==> config.mk <==
export PLATFORM = sky130hd
export DESIGN_NAME = hc_mailbox
export DESIGN_NICKNAME = d
export VERILOG_FILES = /design/src/rtl/hcm_pkg.sv /design/src/rtl/hcm_rst_sync.sv /design/src/rtl/hcm_cmd_ctrl.sv /design/src/rtl/hcm_wbuf.sv /design/src/rtl/hcm_rd_mux.sv /design/src/rtl/hc_mailbox.sv
export SDC_FILE = /design/constraint.sdc
export NUM_CORES = 1
export LEC_CHECK = 0
export BUFFER_PORTS_ARGS = -buffer_cell sky130_fd_sc_hd__buf_2
export CAP_MARGIN = 20
export CORE_ASPECT_RATIO = 1.2
export CORE_MARGIN = 3
export CORE_UTILIZATION = 45
export DETAILED_ROUTE_END_ITERATION = 7
export GPL_TIMING_DRIVEN = 0
export HOLD_SLACK_MARGIN = 0.05
export PLACE_DENSITY = 0.6
export SETUP_SLACK_MARGIN = 0.3
export SKIP_CTS_REPAIR_TIMING = 1
export SLEW_MARGIN = 0
export SYNTH_ARGS = -nofsm -noshare
export SYNTH_HDL_FRONTEND = slang
export SYNTH_SLANG_ARGS = --single-unit
export TNS_END_PERCENT = 100
==> constraint.sdc <==
create_clock -name clk -period 17.1 [get_ports clk]
set_input_delay 0.855 -clock clk [delete_from_list [all_inputs] [get_ports clk]]
set_output_delay 0.855 -clock clk [all_outputs]
set_load 0.02 [all_outputs]
==> src/rtl/hcm_pkg.sv <==
package hcm_pkg;

  // Command word layout; field positions are decoded by the controller side
  typedef struct packed {
    logic [7:0] rsv_hi;
    logic [7:0] len;
    logic [3:0] sub;
    logic [2:0] rsv_mid;
    logic       irq_req;
    logic [7:0] opcode;
  } hcm_cmd_t;

  localparam int unsigned HCM_DW = 32;

  localparam int unsigned OFS_CMD  = 'h00;
  localparam int unsigned OFS_STS  = 'h04;
  localparam int unsigned OFS_SRC  = 'h08;
  localparam int unsigned OFS_DST  = 'h0C;
  localparam int unsigned OFS_OBUF = 'h80;
  localparam int unsigned OFS_IBUF = 'h90;

  localparam int unsigned STS_BUSY_BIT = 0;
  localparam int unsigned STS_ERR_BIT  = 1;
  localparam int unsigned STS_FLAG_BIT = 2;

  localparam logic [7:0] RC_NONE    = 8'd0;
  localparam logic [7:0] RC_INVALID = 8'd4;

endpackage

==> src/rtl/hcm_rst_sync.sv <==
module hcm_rst_sync (
  input  logic clk,
  input  logic rst_n,
  output logic rst_sync_n
);
  logic [1:0] stage_q;

  always_ff @(posedge clk or negedge rst_n) begin
    if (!rst_n) stage_q <= 2'b00;
    else        stage_q <= {stage_q[0], 1'b1};
  end

  assign rst_sync_n = stage_q[1];
endmodule

==> src/rtl/hcm_cmd_ctrl.sv <==
module hcm_cmd_ctrl
  import hcm_pkg::*;
#(
  parameter int unsigned MAX_LEN = 16
) (
  input  logic       clk,
  input  logic       rst_n,
  input  logic       cmd_wr,
  input  hcm_cmd_t   cmd_wdata,
  input  logic       sts_clr,
  input  logic       rs_done,
  input  logic [7:0] rs_err,
  output hcm_cmd_t   cmd_q,
  output logic       busy_q,
  output logic       err_q,
  output logic [7:0] code_q,
  output logic       flag_q
);
  hcm_cmd_t   cmd_d;
  logic       busy_d, err_d, flag_d, flag_set;
  logic [7:0] code_d;
  logic       accept, too_long, finish;

  assign accept   = cmd_wr && !busy_q;
  assign too_long = cmd_wdata.len > 8'(MAX_LEN);
  assign finish   = busy_q && rs_done;

  always_comb begin
    cmd_d    = cmd_q;
    busy_d   = busy_q;
    err_d    = err_q;
    code_d   = code_q;
    flag_set = 1'b0;
    if (accept) begin
      cmd_d  = cmd_wdata;
      err_d  = 1'b0;
      code_d = RC_NONE;
      if (too_long) begin
        busy_d   = 1'b0;
        err_d    = 1'b1;
        code_d   = RC_INVALID;
        flag_set = cmd_wdata.irq_req;
      end else begin
        busy_d = 1'b1;
      end
    end else if (finish) begin
      busy_d   = 1'b0;
      err_d    = |rs_err;
      code_d   = rs_err;
      flag_set = cmd_q.irq_req;
    end
    // a completion in the same cycle as a clear wins
    flag_d = flag_set | (flag_q & ~sts_clr);
  end

  always_ff @(posedge clk or negedge rst_n) begin
    if (!rst_n) begin
      cmd_q  <= '0;
      busy_q <= 1'b0;
      err_q  <= 1'b0;
      code_q <= '0;
      flag_q <= 1'b0;
    end else begin
      cmd_q  <= cmd_d;
      busy_q <= busy_d;
      err_q  <= err_d;
      code_q <= code_d;
      flag_q <= flag_d;
    end
  end


  drop_busy_wr_chk: assert property (@(posedge clk) disable iff (!rst_n)
    busy_q && cmd_wr |=> $stable(cmd_q));


  done_clears_busy_chk: assert property (@(posedge clk) disable iff (!rst_n)
    busy_q && rs_done |=> !busy_q && (code_q == $past(rs_err)));


  flag_on_request_chk: assert property (@(posedge clk) disable iff (!rst_n)
    busy_q && rs_done && cmd_q.irq_req |=> flag_q);


  flag_holds_chk: assert property (@(posedge clk) disable iff (!rst_n)
    flag_q && !sts_clr |=> flag_q);


  overlen_reject_chk: assert property (@(posedge clk) disable iff (!rst_n)
    cmd_wr && !busy_q && (cmd_wdata.len > 8'(MAX_LEN)) |=> !busy_q && err_q && (code_q == RC_INVALID));


  accept_clears_err_chk: assert property (@(posedge clk) disable iff (!rst_n)
    cmd_wr && !busy_q && (cmd_wdata.len <= 8'(MAX_LEN)) |=> busy_q && !err_q && (code_q == 8'd0));
endmodule

==> src/rtl/hcm_wbuf.sv <==
module hcm_wbuf #(
  parameter int unsigned WORDS = 4,
  parameter int unsigned DW    = 32,
  parameter int unsigned NRD   = 1,
  localparam int unsigned IW   = $clog2(WORDS)
) (
  input  logic                     clk,
  input  logic                     rst_n,
  input  logic                     we,
  input  logic [IW-1:0]            widx,
  input  logic [DW-1:0]            wdata,
  input  logic [NRD-1:0][IW-1:0]   ridx,
  output logic [NRD-1:0][DW-1:0]   rdata
);
  logic [DW-1:0] mem_q [WORDS];
  logic [DW-1:0] mem_d [WORDS];

  always_comb begin
    for (int i = 0; i < WORDS; i++) begin
      mem_d[i] = mem_q[i];
    end
    if (we) mem_d[widx] = wdata;
  end

  always_ff @(posedge clk or negedge rst_n) begin
    if (!rst_n) begin
      for (int i = 0; i < WORDS; i++) mem_q[i] <= '0;
    end else begin
      for (int i = 0; i < WORDS; i++) mem_q[i] <= mem_d[i];
    end
  end

  for (genvar p = 0; p < NRD; p++) begin : g_rd
    assign rdata[p] = mem_q[ridx[p]];
  end


  wr_land_chk: assert property (@(posedge clk) disable iff (!rst_n)
    we |=> mem_q[$past(widx)] == $past(wdata));
endmodule

==> src/rtl/hcm_rd_mux.sv <==
module hcm_rd_mux
  import hcm_pkg::*;
#(
  parameter int unsigned ADDR_W = 8,
  parameter int unsigned BUF_AW = 4
) (
  input  logic              clk,
  input  logic              rst_n,
  input  logic              rd_en,
  input  logic              rd_byte,
  input  logic [ADDR_W-1:0] addr,
  input  logic [31:0]       cmd_word,
  input  logic [31:0]       sts_word,
  input  logic [31:0]       src_word,
  input  logic [31:0]       dst_word,
  input  logic [31:0]       obuf_word,
  input  logic [31:0]       ibuf_word,
  output logic [31:0]       rdata_q
);
  localparam logic [ADDR_W-1:0] A_CMD  = ADDR_W'(OFS_CMD);
  localparam logic [ADDR_W-1:0] A_STS  = ADDR_W'(OFS_STS);
  localparam logic [ADDR_W-1:0] A_SRC  = ADDR_W'(OFS_SRC);
  localparam logic [ADDR_W-1:0] A_DST  = ADDR_W'(OFS_DST);
  localparam logic [ADDR_W-1:0] A_OBUF = ADDR_W'(OFS_OBUF);
  localparam logic [ADDR_W-1:0] A_IBUF = ADDR_W'(OFS_IBUF);

  logic [31:0] word_sel, shifted, rdata_d;
  logic [ADDR_W-3:0] waddr;

  assign waddr = addr[ADDR_W-1:2];

  always_comb begin
    word_sel = '0;
    if      (waddr == A_CMD[ADDR_W-1:2]) word_sel = cmd_word;
    else if (waddr == A_STS[ADDR_W-1:2]) word_sel = sts_word;
    else if (waddr == A_SRC[ADDR_W-1:2]) word_sel = src_word;
    else if (waddr == A_DST[ADDR_W-1:2]) word_sel = dst_word;
    else if (addr[ADDR_W-1:BUF_AW] == A_OBUF[ADDR_W-1:BUF_AW]) word_sel = obuf_word;
    else if (addr[ADDR_W-1:BUF_AW] == A_IBUF[ADDR_W-1:BUF_AW]) word_sel = ibuf_word;
    shifted = word_sel >> {addr[1:0], 3'b000};
    rdata_d = rdata_q;
    if (rd_en) rdata_d = rd_byte ? {24'h0, shifted[7:0]} : word_sel;
  end

  always_ff @(posedge clk or negedge rst_n) begin
    if (!rst_n) rdata_q <= '0;
    else        rdata_q <= rdata_d;
  end


  byte_zext_chk: assert property (@(posedge clk) disable iff (!rst_n)
    rd_en && rd_byte |=> rdata_q[31:8] == 24'h0);


  rd_hold_chk: assert property (@(posedge clk) disable iff (!rst_n)
    !rd_en |=> $stable(rdata_q));
endmodule

==> src/rtl/hc_mailbox.sv <==
module hc_mailbox
  import hcm_pkg::*;
#(
  parameter int unsigned BUF_WORDS = 4,
  parameter int unsigned ADDR_W    = 8,
  localparam int unsigned IW       = $clog2(BUF_WORDS)
) (
  input  logic              clk,
  input  logic              rst_n,
  input  logic              h_wr_en,
  input  logic              h_rd_en,
  input  logic              h_rd_byte,
  input  logic [ADDR_W-1:0] h_addr,
  input  logic [31:0]       h_wdata,
  output logic [31:0]       h_rdata,
  output logic              h_irq,
  output logic              rq_valid,
  output logic [7:0]        rq_opcode,
  output logic [3:0]        rq_sub,
  output logic [7:0]        rq_len,
  input  logic [IW-1:0]     rq_obuf_idx,
  output logic [31:0]       rq_obuf_data,
  input  logic              rs_ibuf_we,
  input  logic [IW-1:0]     rs_ibuf_idx,
  input  logic [31:0]       rs_ibuf_wdata,
  input  logic              rs_done,
  input  logic [7:0]        rs_err_code
);
  localparam int unsigned BUF_BYTES = BUF_WORDS * 4;
  localparam int unsigned BUF_AW    = $clog2(BUF_BYTES);
  localparam logic [ADDR_W-1:0] A_CMD  = ADDR_W'(OFS_CMD);
  localparam logic [ADDR_W-1:0] A_STS  = ADDR_W'(OFS_STS);
  localparam logic [ADDR_W-1:0] A_SRC  = ADDR_W'(OFS_SRC);
  localparam logic [ADDR_W-1:0] A_DST  = ADDR_W'(OFS_DST);
  localparam logic [ADDR_W-1:0] A_OBUF = ADDR_W'(OFS_OBUF);

  logic       rst_sync_n;
  logic       wr_cmd, wr_sts, wr_src, wr_dst, wr_obuf;
  hcm_cmd_t   cmd_q;
  logic       busy_q, err_q, flag_q;
  logic [7:0] code_q;
  logic [31:0] src_q, src_d, dst_q, dst_d, sts_word;
  logic [1:0][IW-1:0] ob_ridx;
  logic [1:0][31:0]   ob_rdata;
  logic [0:0][IW-1:0] ib_ridx;
  logic [0:0][31:0]   ib_rdata;

  hcm_rst_sync u_rst (.clk(clk), .rst_n(rst_n), .rst_sync_n(rst_sync_n));

  assign wr_cmd  = h_wr_en && (h_addr == A_CMD);
  assign wr_sts  = h_wr_en && (h_addr == A_STS);
  assign wr_src  = h_wr_en && (h_addr == A_SRC);
  assign wr_dst  = h_wr_en && (h_addr == A_DST);
  assign wr_obuf = h_wr_en && (h_addr[ADDR_W-1:BUF_AW] == A_OBUF[ADDR_W-1:BUF_AW]);

  hcm_cmd_ctrl #(.MAX_LEN(BUF_BYTES)) u_ctrl (
    .clk(clk), .rst_n(rst_sync_n),
    .cmd_wr(wr_cmd), .cmd_wdata(hcm_cmd_t'(h_wdata)),
    .sts_clr(wr_sts && h_wdata[STS_FLAG_BIT]),
    .rs_done(rs_done), .rs_err(rs_err_code),
    .cmd_q(cmd_q), .busy_q(busy_q), .err_q(err_q), .code_q(code_q), .flag_q(flag_q)
  );

  always_comb begin
    src_d = wr_src ? h_wdata : src_q;
    dst_d = wr_dst ? h_wdata : dst_q;
  end

  always_ff @(posedge clk or negedge rst_sync_n) begin
    if (!rst_sync_n) begin
      src_q <= '0;
      dst_q <= '0;
    end else begin
      src_q <= src_d;
      dst_q <= dst_d;
    end
  end

  assign ob_ridx[0] = h_addr[BUF_AW-1:2];
  assign ob_ridx[1] = rq_obuf_idx;
  assign ib_ridx[0] = h_addr[BUF_AW-1:2];

  hcm_wbuf #(.WORDS(BUF_WORDS), .DW(32), .NRD(2)) u_obuf (
    .clk(clk), .rst_n(rst_sync_n),
    .we(wr_obuf), .widx(h_addr[BUF_AW-1:2]), .wdata(h_wdata),
    .ridx(ob_ridx), .rdata(ob_rdata)
  );

  hcm_wbuf #(.WORDS(BUF_WORDS), .DW(32), .NRD(1)) u_ibuf (
    .clk(clk), .rst_n(rst_sync_n),
    .we(rs_ibuf_we), .widx(rs_ibuf_idx), .wdata(rs_ibuf_wdata),
    .ridx(ib_ridx), .rdata(ib_rdata)
  );

  assign sts_word = {8'h00, code_q, 13'h0000, flag_q, err_q, busy_q};

  hcm_rd_mux #(.ADDR_W(ADDR_W), .BUF_AW(BUF_AW)) u_rd (
    .clk(clk), .rst_n(rst_sync_n),
    .rd_en(h_rd_en), .rd_byte(h_rd_byte), .addr(h_addr),
    .cmd_word(cmd_q), .sts_word(sts_word), .src_word(src_q), .dst_word(dst_q),
    .obuf_word(ob_rdata[0]), .ibuf_word(ib_rdata[0]),
    .rdata_q(h_rdata)
  );

  assign h_irq        = flag_q;
  assign rq_valid     = busy_q;
  assign rq_opcode    = cmd_q.opcode;
  assign rq_sub       = cmd_q.sub;
  assign rq_len       = cmd_q.len;
  assign rq_obuf_data = ob_rdata[1];


  fwd_len_chk: assert property (@(posedge clk) disable iff (!rst_sync_n)
    rq_valid |-> rq_len <= 8'(BUF_BYTES));


  ptr_write_chk: assert property (@(posedge clk) disable iff (!rst_sync_n)
    wr_src |=> src_q == $past(h_wdata));
endmodule

==> results of run 1 <==
==> cell type report <==
class / instances / area, µm²
fillers: 3686 / 19500
flip-flops and latches: 397 / 9940
multi-input cells: 888 / 8560
clock buffers: 58 / 1230
repair buffers: 181 / 1060
plain buffers: 115 / 692
well taps: 546 / 683
clock inverters: 18 / 246
inverters: 10 / 37.5
diodes: 1 / 2.50
==> cells in the mapped netlist, drive strengths merged (2+ instances only) <==
cell type	instances
a2111oi	5
a211oi	3
a21o	2
a21oi	38
a221oi	9
a22o	4
a22oi	21
a2bb2oi	3
a31oi	4
a32o	4
a32oi	4
and2	9
and3	4
buf	86
clkbuf	29
dfrtp	397
inv	10
mux2	320
mux2i	74
mux4	81
nand2	150
nand2b	3
nand3	19
nand3b	6
nand4	2
nand4b	3
nor2	23
nor2b	7
nor3b	3
nor4	3
o211a	2
o211ai	6
o21a	4
o21ai	40
o22ai	5
o2bb2ai	18
o311ai	2
or4	2
==> how the worst max path moves through the flow <==
stage                           startpoint                 to  slack, ns
after floorplan           u_rst.stage_q[1]           dst_q[0]       5.22
after global placement    u_rst.stage_q[1]  u_obuf.mem_q[100]       0.63
after detailed placement    rq_obuf_idx[0]   rq_obuf_data[23]      13.60
after CTS                   rq_obuf_idx[0]   rq_obuf_data[23]      13.60
after global routing        rq_obuf_idx[0]   rq_obuf_data[23]      13.56
final                       rq_obuf_idx[0]   rq_obuf_data[23]      13.62
==> kinds of logic (layout without fill, tap and decap cells) <==
logic type	Yosys count	after routing	synth area share [%]
muxes	475	475	32.7
DFF	397	397	51.7
and+or+nand+nor	236	236	5.65
AOI/OAI and AO/OA	176	176	6.20
buffers and inverters	125	382	3.79
other	1	2	0.0195
==> sequential cells by signal (all words and copies together), names as in the netlist <==
register / count
u_ibuf.mem_q: 128
u_obuf.mem_q: 128
dst_q: 32
src_q: 32
u_ctrl.cmd_q: 32
u_rd.rdata_q: 32
u_ctrl.code_q: 8
u_rst.stage_q: 2
u_ctrl.busy_q: 1
u_ctrl.err_q: 1
u_ctrl.flag_q: 1
==> power groups by stage <==
stage	clock network (W)	logic (W)	registers, W
after detailed placement	0	0.000392	0.00114
after global routing	0.00103	0.000418	0.00114
after global placement	0	0.000360	0.00115
after CTS	0.000998	0.000393	0.00112
final	0.000981	0.000390	0.00112
after floorplan	0	0.000251	0.00113
==> worst max-delay path: stages <==
cell and delay, ns:
clkbuf_1 0.46, buf_2 0.48, mux4_2 0.62, buf_2 0.19
==> metrics by stage <==
stage	setup slack (ns)	hold slack [ns]	cell area [µm²]	util (%)
3_3_place_gp	0.632	0.337	20800	49.5
6_report	13.62	0.0786	22500	53.5
4_1_cts	13.60	0.0534	22500	53.5
5_1_grt	13.56	0.0597	22500	53.5
3_5_place_dp	13.60	0.340	21000	50.0
2_1_floorplan	5.22	0.331	19200	-
==> routing by layer <==
metal	global-route usage [%]	share of wire (%)	vias up
met3	3.81	4.9	154
met2	44.1	49	421
li1	-	-	5655
met1	34.4	41	6871
met4	11.9	5.2	8
met5	0	0.095	-
==> run metrics, run 1 <==
status=finished clean; DRT Pass-1 Iters=5; CP Capture Type=output pin; Net Sw Frac=26.1%; # H-tree levels=2; global placement routability congestion=0.921; synthesized net count=1501; Slew HR=28.7%; Critical Path AT=2.62 ns; RSZ-0062 raised after global routing=false; DRC viols=0; Worst setup SP type=primary input; vias in the first global route=13700; cts bufs inserted=42; final non-filler cell total=2214; power per cell area=111 nW/µm²; clock share of power=39.3%; first-pass GRT wire length=89100 µm; Final min period=3.48 ns; synth top area cells=dfrtp_1, mux2_2, mux4_2; Post-Synthesis Cells=1410; cell area after synthesis=19200 µm²; via/cell ratio=5.92; setup tns final=0 ns; critical path type=in -> out; Layout Area Growth over Synthesis=16.8%; worst vdd ir=0.0000792 V; Vias=13100; # rows=82; Ports=177; synth warn=0; Avg WL per Cell=27.0 µm; reg2reg setup slack=14.79 ns; Yosys top cell by area=dfrtp_1; Clk pin slew, worst setup/hold paths=0.06 ns; Total Routing Usage GR=26.4%; post-DP HPWL=43900 µm; final setup violation count=0; synthesized flop and latch total=397; fmax=0.288 GHz; ANT nets after route=0; Slew Limit Fails=0; switching power=0.000651 W; number of flops mapped to enable cells by yosys=0; Reg-to-Reg Start=u_ctrl.cmd_q[18]; Nets=1726; Clk Latency, worst-skew pair=0.56 ns; Final Total Pwr=0.00249 W; Routed WL=59900 µm; Post-synth top flop=dfrtp_1; initial core utilization=45.8%; period utilisation layout=20.3%; leakage power=10.7 nW; ys async rst share=100%; Pint=0.00184 W; count of cell types in the netlist=56; ratio of cells with drive above 1 in the final layout=44.0%; most common cell after layout, fill and taps aside=dfrtp_1; root buffer cell=clkbuf_16; top-area cell type share of the netlist area=51.7%; Die X-Extent=195 µm; most frequent cells in the layout=dfrtp_1, mux2_2, buf_2; Max Cap Viol=0; critical path required time=16.25 ns; Setup Skew=0.0258 ns; I/O Buffers=173; Mean Syn Cell Area=13.6 µm²; Reg2Reg Depth=6; Die Ht=232 µm; Comb power frac=15.6%; CP Max Fanout=10; final global-route overflow total=0; Reg2Reg Capture Point=u_rd.rdata_q[2]; Reg power frac=45.1%; Die ar.=45300 µm²; worst slew pin tran=1.07 ns; core area=42000 µm²; pin count of the biggest net entering global routing=71; Final Hold Viols=0; Initial DRC Count=958; # clock sinks=397; sequential area share after synthesis=51.7%; Hold WC Path Type=in -> async; initial antenna violation count=5; dpl cells=2136; CTS tree=yes; CTS max path bufs=3
(Power assumes the default switching activity.)
==> run 2, diff against run 1 <==
Clock period 17.1 ns to 3.4 ns, I/O delays scaled along.
==> run 2 against run 1 <==
  * Critical path type is now reg -> reg
  * Cell count increased by 3.4%
  * Sequential share of layout area decreased by 1.4 points
  * Via count increased by 1.5%
  * Utilization is 1.7 points higher
  * Sequential power rose to 5.1 times the previous value
  * Largest cell class unchanged
  * Final area grew 3.2%
==> run metrics, run 2 (synthesized netlist as in run 1, its figures left out) <==
initial antenna violation count=3 (-2); Comb power frac=16.1% (+0.5 points); Layout Area Growth over Synthesis=20.5%; period utilisation layout=68.2%; post-DP HPWL=43700 µm (-0.44%); setup tns final=0 ns (unchanged); Max Cap Viol=0 (unchanged); Slowest-stage cell, CP=a31oi_1; critical path required time=3.84 ns (-12.41 ns); most common cell after layout, fill and taps aside=dfrtp_1; first-pass GRT wire length=88900 µm (-0.17%); vias in the first global route=13700 (-0.62%); Die ar.=45300 µm² (unchanged); crit-path max cell delay=0.67 ns (+0.05 ns); crit-path cells=mux4_2, and2_0, a31oi_1, a21oi_1, o211ai_1, o2bb2ai_1; Buf/Inv on CP=0 (-3); core area=42000 µm² (unchanged); Setup Skew=0.0114 ns (-0.0144 ns); pin count of the biggest net entering global routing=71 (unchanged); switching power=0.00329 W (+400%); Final min period=2.32 ns; Reg power frac=45.2% (about the same); cts bufs inserted=44 (+4.8%); leakage power=11.0 nW (+2.8%); largest registers=u_ibuf.mem_q x128, u_obuf.mem_q x128; CTS max path bufs=3 (unchanged); # rows=82 (unchanged); # clock sinks=397 (unchanged); most frequent cells in the layout=dfrtp_1, mux2_2, buf_2; fillcell total=3604 (-2.2%); DRC viols=0 (unchanged); crit-path leading delay family=compound AO/OA/AOI/OAI gates; power per cell area=541 nW/µm² (+390%); Nets=1803 (+4.5%); Pint=0.00925 W (+400%); I/O Buffers=173 (unchanged); Routed WL=60000 µm (+0.13%); root buffer cell=clkbuf_16; Vias=13300 (+1.5%); Final Hold Viols=0 (unchanged); Critical Path AT=2.76 ns (+0.14 ns); CTS tree=yes; DRT Pass-1 Iters=5 (unchanged); CP Capture Type=register; final core utilization=55.2% (+1.7 points); critical path type=reg -> reg; status=finished clean; initial core utilization=45.8% (unchanged); global placement routability congestion=0.926 (+0.56%); Avg WL per Cell=26.2 µm (-3.2%); ratio of cells with drive above 1 in the final layout=42.1% (-1.9 points); fmax=0.431 GHz; ANT nets after route=0 (unchanged); Ports=177 (unchanged); Clk pin slew, worst setup/hold paths=0.06 ns (about the same); Total Routing Usage GR=26.4% (about the same); clock share of power=38.7% (-0.6 points); Slew Limit Fails=0 (unchanged); Clk Latency, worst-skew pair=0.57 ns (about the same); # H-tree levels=2 (unchanged); Initial DRC Count=720 (-25%); final setup violation count=0 (unchanged); Net Sw Frac=26.2% (+0.13 points); CP Max Fanout=3 (-7); final global-route overflow total=0 (unchanged); worst slew pin tran=0.999 ns (-0.0678 ns); RSZ-0062 raised after global routing=false; Worst setup SP type=register; Die X-Extent=195 µm (unchanged); Die Ht=232 µm (unchanged); Hold WC Path Type=in -> reg; worst vdd ir=0.000428 V (+440%); via/cell ratio=5.81 (-1.8%); Slew HR=33.3% (+4.5 points)
## run 2: changes by cell type in the layout (fill, tap and decap cells not counted)
cell           previous run  this run
buf_16                    7         6
bufinv_16                 6         3
clkbuf_1                 34        32
clkbuf_16                43        45
clkbuf_8                 10        13
clkinvlp_4                1         0
diode_2                   1         3
dlygate4sd3_1             0        76
inv_6                     1         0
## run 2: routing by layer
metal  track usage, %  wire length, µm
met4             10.5             2500
met5                0                0
met3             4.65             2980
met1             34.2            24900
met2             44.3            29600
## run 2: final timing paths
path                             startpoint                to  slack, ns  cells after the start
max                        u_ctrl.cmd_q[18]   u_rd.rdata_q[2]       1.08                      6
min                               h_addr[1]   u_rd.rdata_q[2]       0.18                      4
max reg2reg                u_ctrl.cmd_q[18]   u_rd.rdata_q[2]       1.08                      6
min reg2reg                u_rst.stage_q[0]  u_rst.stage_q[1]       0.36                      0
max in group asynchronous  u_rst.stage_q[1]   u_obuf.mem_q[1]       1.24                      4
min in group asynchronous  u_rst.stage_q[1]  u_ibuf.mem_q[56]       0.39                      0
## run 2: stage by stage
step                      total power (W)  hold WS [ns]  cell area, µm²  instances  worst slack (ns)
after floorplan                   0.00695        -0.126           19200       1410            -0.502
after global placement            0.00759       -0.0453           20800       2129             -2.05
after detailed placement          0.00769       -0.0441           20900       2135             0.610
after CTS                          0.0126        -0.657           22400       2209              1.10
after global routing               0.0130         0.173           23200       2289             0.957
final                              0.0125         0.179           23200       2289              1.08
## run 2: tightest hold or removal path: cells and delay by family
| family | cells | cell delay [ns] |
|---|---|---|
| compound gates | 2 | 0.20 |
| simple gates | 1 | 0.18 |
| buf+inv | 1 | 0.15 |
## run 2: power groups by stage
stage,Combinational (W),Clock (W),Sequential [W]
after global placement,0.00181,0,0.00578
final,0.00202,0.00486,0.00566
after global routing,0.00216,0.00512,0.00574
after detailed placement,0.00195,0,0.00574
after floorplan,0.00126,0,0.00569
after CTS,0.00196,0.00494,0.00565
## run 2: layout make-up
| cell class | instances | area [µm²] | area share (%) |
|---|---|---|---|
| diodes | 3 | 7.51 | 0.0324 |
| plain buffers | 115 | 692 | 2.99 |
| multi-input cells | 888 | 8560 | 36.9 |
| well taps | 546 | 683 | 2.95 |
| clock buffers | 61 | 1320 | 5.68 |
| flip-flops and latches | 397 | 9940 | 42.9 |
| clock inverters | 13 | 140 | 0.605 |
| repair buffers | 256 | 1800 | 7.75 |
| inverters | 10 | 37.5 | 0.162 |
